===== src/rtl/cag_pkg.sv =====
package cag_pkg;
    // Register selector used on the configuration port
    typedef enum logic {
        CFG_SKIP  = 1'b0,
        CFG_START = 1'b1
    } cfg_sel_e;
endpackage


===== src/rtl/cag_cfg_regs.sv =====
module cag_cfg_regs
    import cag_pkg::*;
#(
    parameter int SKIP_W   = 2,
    parameter int START_W  = 9,
    parameter int SKIP_RST = 3
) (
    input  logic               clk,
    input  logic               rst_n,
    input  logic               cfg_we,
    input  logic               cfg_sel,
    input  logic [START_W-1:0] cfg_wdata,
    input  logic               field_start,
    output logic [SKIP_W-1:0]  skip_act,
    output logic [START_W-1:0] start_act
);
    typedef struct packed {
        logic [SKIP_W-1:0]  skip_sh;
        logic [START_W-1:0] start_sh;
        logic [SKIP_W-1:0]  skip_act;
        logic [START_W-1:0] start_act;
    } cfg_state_t;

    cfg_state_t st_d, st_q;

    always_comb begin
        st_d = st_q;
        // working set takes the shadows as they stood before this cycle
        if (field_start) begin
            st_d.skip_act  = st_q.skip_sh;
            st_d.start_act = st_q.start_sh;
        end
        if (cfg_we) begin
            if (cfg_sel_e'(cfg_sel) == CFG_SKIP)
                st_d.skip_sh = cfg_wdata[SKIP_W-1:0];
            else
                st_d.start_sh = cfg_wdata;
        end
    end

    always_ff @(posedge clk or negedge rst_n) begin
        if (!rst_n) begin
            st_q.skip_sh   <= SKIP_W'(SKIP_RST);
            st_q.start_sh  <= '0;
            st_q.skip_act  <= SKIP_W'(SKIP_RST);
            st_q.start_act <= '0;
        end else begin
            st_q <= st_d;
        end
    end

    assign skip_act  = st_q.skip_act;
    assign start_act = st_q.start_act;
endmodule


===== src/rtl/cag_line_ctr.sv =====
module cag_line_ctr #(
    parameter int H_BITS = 6,
    parameter int SKIP_W = 2
) (
    input  logic              clk,
    input  logic              rst_n,
    input  logic              smp_en,
    input  logic              line_start,
    input  logic              field_start,
    input  logic [SKIP_W-1:0] skip_act,
    output logic [H_BITS-1:0] hcnt,
    output logic              kept_line,
    output logic              line_end
);
    localparam logic [H_BITS-1:0] H_LAST = {H_BITS{1'b1}};

    typedef struct packed {
        logic [H_BITS-1:0] hcnt;
        logic [SKIP_W-1:0] skcnt;
    } line_state_t;

    line_state_t st_d, st_q;
    logic        take;

    always_comb begin
        st_d     = st_q;
        take     = smp_en && !line_start && !field_start;
        line_end = take && (st_q.hcnt == H_LAST);
        if (field_start || line_start) begin
            st_d.hcnt = '0;
        end else if (smp_en) begin
            st_d.hcnt = st_q.hcnt + 1'b1;
        end
        if (field_start) begin
            st_d.skcnt = '0;
        end else if (line_end) begin
            st_d.skcnt = (st_q.skcnt == skip_act) ? '0 : st_q.skcnt + 1'b1;
        end
    end

    always_ff @(posedge clk or negedge rst_n) begin
        if (!rst_n) st_q <= '0;
        else        st_q <= st_d;
    end

    assign hcnt      = st_q.hcnt;
    assign kept_line = (st_q.skcnt == skip_act);
endmodule


===== src/rtl/cag_vert_ctr.sv =====
module cag_vert_ctr #(
    parameter int V_BITS = 6,
    parameter int V_EXT  = 3
) (
    input  logic                     clk,
    input  logic                     rst_n,
    input  logic                     field_start,
    input  logic                     line_end,
    input  logic                     kept_line,
    input  logic [V_BITS+V_EXT-1:0]  start_act,
    output logic [V_BITS-1:0]        vaddr,
    output logic                     active,
    output logic                     done
);
    localparam int PRE_W = V_BITS + V_EXT;
    localparam logic [V_BITS-1:0] V_LAST = {V_BITS{1'b1}};

    typedef struct packed {
        logic [PRE_W-1:0]  vpre;
        logic [V_BITS-1:0] vaddr;
        logic              started;
        logic              done;
    } vert_state_t;

    vert_state_t st_d, st_q;
    logic        step;

    always_comb begin
        st_d   = st_q;
        active = st_q.started || (st_q.vpre == start_act);
        step   = line_end && kept_line;
        if (field_start) begin
            st_d = '0;
        end else begin
            st_d.started = active;
            if (step) begin
                if (!active) begin
                    st_d.vpre = st_q.vpre + 1'b1;
                end else if (!st_q.done) begin
                    st_d.vaddr = st_q.vaddr + 1'b1;
                    if (st_q.vaddr == V_LAST) st_d.done = 1'b1;
                end
            end
        end
    end

    always_ff @(posedge clk or negedge rst_n) begin
        if (!rst_n) st_q <= '0;
        else        st_q <= st_d;
    end

    assign vaddr = st_q.vaddr;
    assign done  = st_q.done;
endmodule


===== src/rtl/capture_addr_gen.sv =====
module capture_addr_gen #(
    parameter int H_BITS       = 6,
    parameter int V_BITS       = 6,
    parameter int V_EXT        = 3,
    parameter int SKIP_W       = 2,
    parameter int SKIP_DEFAULT = 3,
    localparam int ADDR_W      = H_BITS + V_BITS,
    localparam int START_W     = V_BITS + V_EXT
) (
    input  logic               clk,
    input  logic               rst_n,
    input  logic               smp_en,
    input  logic               line_start,
    input  logic               field_start,
    input  logic               cfg_we,
    input  logic               cfg_sel,
    input  logic [START_W-1:0] cfg_wdata,
    output logic [ADDR_W-1:0]  wr_addr,
    output logic               wr_en,
    output logic               start_seen
);
    logic [SKIP_W-1:0]  skip_act;
    logic [START_W-1:0] start_act;
    logic [H_BITS-1:0]  hcnt;
    logic [V_BITS-1:0]  vaddr;
    logic               kept_line, line_end, active, done;

    cag_cfg_regs #(.SKIP_W(SKIP_W), .START_W(START_W), .SKIP_RST(SKIP_DEFAULT)) u_cfg (
        .clk(clk), .rst_n(rst_n), .cfg_we(cfg_we), .cfg_sel(cfg_sel),
        .cfg_wdata(cfg_wdata), .field_start(field_start),
        .skip_act(skip_act), .start_act(start_act)
    );

    cag_line_ctr #(.H_BITS(H_BITS), .SKIP_W(SKIP_W)) u_line (
        .clk(clk), .rst_n(rst_n), .smp_en(smp_en), .line_start(line_start),
        .field_start(field_start), .skip_act(skip_act),
        .hcnt(hcnt), .kept_line(kept_line), .line_end(line_end)
    );

    cag_vert_ctr #(.V_BITS(V_BITS), .V_EXT(V_EXT)) u_vert (
        .clk(clk), .rst_n(rst_n), .field_start(field_start),
        .line_end(line_end), .kept_line(kept_line), .start_act(start_act),
        .vaddr(vaddr), .active(active), .done(done)
    );

    assign wr_addr    = {vaddr, hcnt};
    assign start_seen = active;
    assign wr_en      = smp_en && !line_start && !field_start && active && !done && kept_line;
endmodule


===== config.mk =====
export PLATFORM = sky130hd
export DESIGN_NAME = capture_addr_gen
export DESIGN_NICKNAME = d
export VERILOG_FILES = /design/src/rtl/cag_pkg.sv /design/src/rtl/cag_cfg_regs.sv /design/src/rtl/cag_line_ctr.sv /design/src/rtl/cag_vert_ctr.sv /design/src/rtl/capture_addr_gen.sv
export SDC_FILE = /design/constraint.sdc
export NUM_CORES = 1
export LEC_CHECK = 0
export BUFFER_PORTS_ARGS = -buffer_cell sky130_fd_sc_hd__clkbuf_2
export CAP_MARGIN = 20
export CELL_PAD_IN_SITES_DETAIL_PLACEMENT = 2
export CELL_PAD_IN_SITES_GLOBAL_PLACEMENT = 2
export CORE_ASPECT_RATIO = 0.8
export CORE_UTILIZATION = 40
export DETAILED_ROUTE_END_ITERATION = 8
export PLACE_DENSITY_LB_ADDON = 0.1
export SLEW_MARGIN = 5
export SYNTH_ARGS = -nofsm -noshare
export SYNTH_HDL_FRONTEND = slang
export SYNTH_SLANG_ARGS = --single-unit

===== constraint.sdc =====
create_clock -name clk -period 4.6 [get_ports clk]
set_input_delay 0.92 -clock clk [delete_from_list [all_inputs] [get_ports clk]]
set_output_delay 0.92 -clock clk [all_outputs]
set_load 0.01 [all_outputs]

* After elaboration in Yosys (flattened, before gate mapping)
Index checks and enable logic that the tools add are counted.
** Storage, ports and cells
- Output and inout port bits :: 14
- Bits of input ports :: 16
- Register bits after elaboration :: 47
** Operators by class
- Reduce and logical (&&, ||, !) cells :: 21
- Bitwise gates (word level) :: 1
- Eq/ne operators :: 6
- Add/subtract/negate cells :: 4
- Multiplexer cells :: 14
** Operator list (number)
- $mux W6 :: 4
- $mux W17 :: 1
- $mux W15 :: 1
- $add A6 B1 Y6 const B :: 2
- $eq A6 B6 Y1 const B :: 2
- $add A9 B1 Y9 const B :: 1
- $eq A9 B9 Y1 :: 1
- $mux W9 :: 1
- $reduce_and A2 Y1 :: 4
- $reduce_bool A2 Y1 :: 4
- $logic_and A1 B1 Y1 :: 7
- $mux W2 :: 3
- $mux W1 :: 4
- $ne A2 B2 Y1 const B :: 2
- $logic_not A1 Y1 :: 3
- $reduce_and A3 Y1 :: 1
- $add A2 B1 Y2 const B :: 1
- $eq A2 B2 Y1 :: 1
- $logic_or A1 B1 Y1 :: 2
- $not A1 Y1 :: 1

* Longest topological paths before layout
- Word-level depth :: 7
- Depth in mapped cells :: 7
- Depth with buffers taken out :: 6

* Cells and area by module
From an unflattened synthesis, not the netlist that was laid out.
** Second synthesis, totals
- Cell total of the unflattened synthesis :: 224
- Area total of the unflattened synthesis :: 2502.4 µm²
** By module, submodules not included
- cag_vert_ctr :: instances 1, seq. area each 425.4 µm², cells each 117, area each 1053.5 µm²
- cag_cfg_regs :: instances 1, seq. area each 555.5 µm², cells each 58, area each 944.7 µm²
- cag_line_ctr :: instances 1, seq. area each 200.2 µm², cells each 47, area each 480.5 µm²
- capture_addr_gen :: instances 1, seq. area each 0.0 µm², cells each 2, area each 23.8 µm²

* Least setup slack after synthesis
No wires, ideal clock.
- Path type :: flip-flop to output port
- Start :: register u_vert.st_q[12] (netlist bit)
- End :: output wr_en
- Slack :: 1963 ps
- Buffers on the path :: 1
- Required time :: 3680 ps
- Stages on the path, launching flop included :: 7
- Arrival :: 1717 ps
- Path through :: dfrtp_1 -> xor2_1 -> nor4_1 -> a31oi_1 -> inv_2 -> clkbuf_1 -> and3_1
** Between the ends
- Word-level cells in the longest chain between the ends :: 5
** RTL lines
- from (decl) :: line cag_vert_ctr.sv:25 : vert_state_t st_d, st_q;
- from (signal assigned) :: line cag_vert_ctr.sv:49 : else st_q <= st_d;
- $eq A9 B9 Y1 :: line cag_vert_ctr.sv:30 : active = st_q.started || (st_q.vpre == start_act);
- $logic_or A1 B1 Y1 :: line cag_vert_ctr.sv:30
- via start_seen :: line capture_addr_gen.sv:20 : output logic start_seen
- $logic_and A1 B1 Y1 (3 in a row) :: line capture_addr_gen.sv:48 : assign wr_en = smp_en && !line_start && !field_start && active && !done && kept_line;
- to (decl) :: line capture_addr_gen.sv:19 : output logic wr_en,
The timed path passes the listed nets, and every way through them passes these cells.

* Worst setup path after layout
- Start :: input field_start
- End :: output wr_en
** Between the ends
- Word-level cells in the longest chain between the ends :: 5
** RTL lines
- from (decl) :: line capture_addr_gen.sv:14 : input logic field_start,
- $logic_not A1 Y1 :: line capture_addr_gen.sv:48
- $logic_and A1 B1 Y1 (4 in a row) :: line capture_addr_gen.sv:48
Every way passes these cells.

==> reports/results.ini <==
[finish]
area_growth_pct = 8.93
fin_nets = 244
drive_gt1_share_pct = 29.3
diodes = 0

[timing]
fin_crit_ns = 3.31
slew_violations = 0
tns_ns = 0
finalCritPeriodShare_pct = 72.1
hold_viol_final = 0
max_clock_freq_ghz = 0.302
rsz0062_at_grt = no
final.setup.worst_slack_ns = 1.29
final.setup_skew_ns = 0.00706
slew_headroom_pct = 53.0
tightest_slew_ns = 0.705
finalSetupViolations = 0

[worst_setup_path]
path_class = input pin to output port
crit_fanout = 32
critPathRequiredTime_ns = 3.68
end_kind = output port
start_kind = input pin
crit_arrival_ns = 2.39

[clock_network]
ctsHoldBuffers = 0
cts_buffers = 5
cts_sinks = 47
cts_tree = yes
clk_latency_ns = 0.29
cts.path.max_buffers = 2
post_cts_buffers = 0
path_clk_slew_ns = 0.08
cts_root_buffer = clkbuf_8
cts_resized = 0
htreeDepth = 2

[synth]
ys_ff_latch = 47
yosysWarnings = 0
synth.area.top_cells = dfrtp_1 46%, mux2_2 11%, xor2_1 5.6%
synth_seq_area_share_pct = 50.8
syn_nets = 228
synthCells = 209
synth_top_cell_by_area = dfrtp_1
syn-cell-area_um2 = 2330
synth_area_per_cell_um2 = 11.1
yosysTopAreaCellShare_pct = 46.3
synth_cell_types = 37

[global_routing]
grt_antenna_before_repair = 0
grt_usage_pct = 19.4
grt_max_degree = 48
grt.busiest_layer = met2
grt_pass1_wl_um = 9110
gr-usage-met3_pct = 3.66
grt_remaining_overflow = 0
grt_use_met2_pct = 35.0
use_met1_pct = 23.3
grt_pass1_vias = 1868

[routing]
antenna_left = 0
drt_first_pass_iters = 3
num_vias = 1631
drt-wirelength-per-cell_um = 17.0
drc = 0
wl_um = 5160
drtIter0Drc = 23
viasPerCell = 5.38

[pwr]
leakagePower_nw = 1.13
p_per_area_nw_per_um2 = 317
max-vdd-ir-drop_mv = 0.162

[hold_path]
hold_path_class = flip-flop to flip-flop

[floorplanning]
die_x_um = 87.3
die_h_um = 70.2
ioPinCount = 30
design.core.area_um2 = 5530
rows = 24
dieArea_um2 = 6130
initial_utilization_pct = 42.1

[placement]
dp_hpwl_um = 3770
post-place-ws_ns = 1.06
gp_congestion = 0.769
port_buffers = 29

[run]
drv_cap = 0

[run_status]
outcome = finished clean

## synth_stat cells (all sizes together)
master	count
inv	3
nor3b	1
nor3	3
nand3	10
a21oi	15
or3	3
or4	9
nor2b	2
nor4	2
o21ai	5
nand4b	2
or2	1
mux2i	1
o41ai	1
dfstp	4
clkbuf	6
nand4	2
xnor2	2
dfrtp	43
and2	1
nand2	8
and3	5
xor2	15
buf	16
mux2	23
nor2	11
a31oi	2
ha	3
nand3b	1
o31ai	9
## final timing paths
| path | from | end | slack, ns | cells past startpoint |
|---|---|---|---|---|
| max | field_start | wr_en | 1.29 | 5 |
| max in group asynchronous | rst_n | u_vert.st_q[13] | 3.48 | 2 |
| min reg2reg | u_cfg.st_q[18] | u_cfg.st_q[18] | 0.51 | 1 |
| max reg2reg | u_line.hcnt[0] | u_vert.st_q[15] | 2.25 | 6 |
| min | u_cfg.st_q[18] | u_cfg.st_q[18] | 0.51 | 1 |
| min in group asynchronous | rst_n | u_cfg.start_act[6] | 0.72 | 2 |
## logic make-up after synthesis
family	Yosys count	share of synthesized area, %
flops	47	50.8
fa+ha+maj	3	1.61
buf+inv	25	6.40
simple gates	61	15.1
xor+xnor	17	6.40
compound gates	32	8.12
mux	24	11.6
## cells in the final DEF (no fill, tap or decap), types with 3 or more instances in the layout
cell,count
a21oi_1,15
nor2_1,11
clkbuf_8,6
nand3_1,10
mux2_2,22
o31ai_1,9
and3_1,5
or4_1,9
ha_1,3
or3_1,3
xor2_1,15
nand2_1,8
clkbuf_2,29
o21ai_1,4
dfrtp_1,43
dfstp_2,4
nor3_1,3
## through the flow
| stage | util (%) | hold slack [ns] | instance area, um2 | total power [mW] | cells |
|---|---|---|---|---|---|
| after floorplan | - | 0.474 | 2330 | 0.533 | 209 |
| after global placement | 44.3 | 0.486 | 2450 | 0.560 | 296 |
| after detailed placement | 44.3 | 0.489 | 2450 | 0.567 | 296 |
| after CTS | 45.9 | 0.511 | 2530 | 0.820 | 303 |
| after global routing | 45.9 | 0.535 | 2530 | 0.847 | 303 |
| final | 45.9 | 0.505 | 2530 | 0.804 | 303 |
## layer usage
| metal | share of wire, % | vias up |
|---|---|---|
| met3 | 2.2 | 6 |
| met5 | 0 | - |
| li1 | - | 764 |
| met1 | 43 | 841 |
| met4 | 1.1 | 0 |
| met2 | 54 | 20 |
## flip-flops by register name, indices dropped and copies added (netlist names)
register / count
u_vert.st_q: 10
u_cfg.st_q: 11
u_line.hcnt: 6
u_cfg.skip_act: 2
u_vert.vaddr: 6
u_line.st_q: 2
u_vert.done: 1
u_cfg.start_act: 9
## report_power, final
part / switching [mW] / internal (mW)
logic: 0.0395 / 0.0437
registers: 0.0209 / 0.451
clock network: 0.130 / 0.118
total: 0.190 / 0.613
## worst max-delay path: stages
cell and delay [ns]:
clkbuf_2 0.40, or2_1 0.51, nor3b_1 0.24, and3_1 0.18, clkbuf_2 0.14
## cell type report
cell class / count / area [um2]
Fill cell: 599 / 2990
Sequential cell: 47 / 1180
Multi-Input combinational cell: 137 / 996
Timing Repair Buffer: 31 / 160
Tap cell: 78 / 97.6
Clock buffer: 6 / 82.6
Inverter: 3 / 11.3
Clock inverter: 1 / 5.00
No activity file was read; power rests on OpenSTA's default activity.
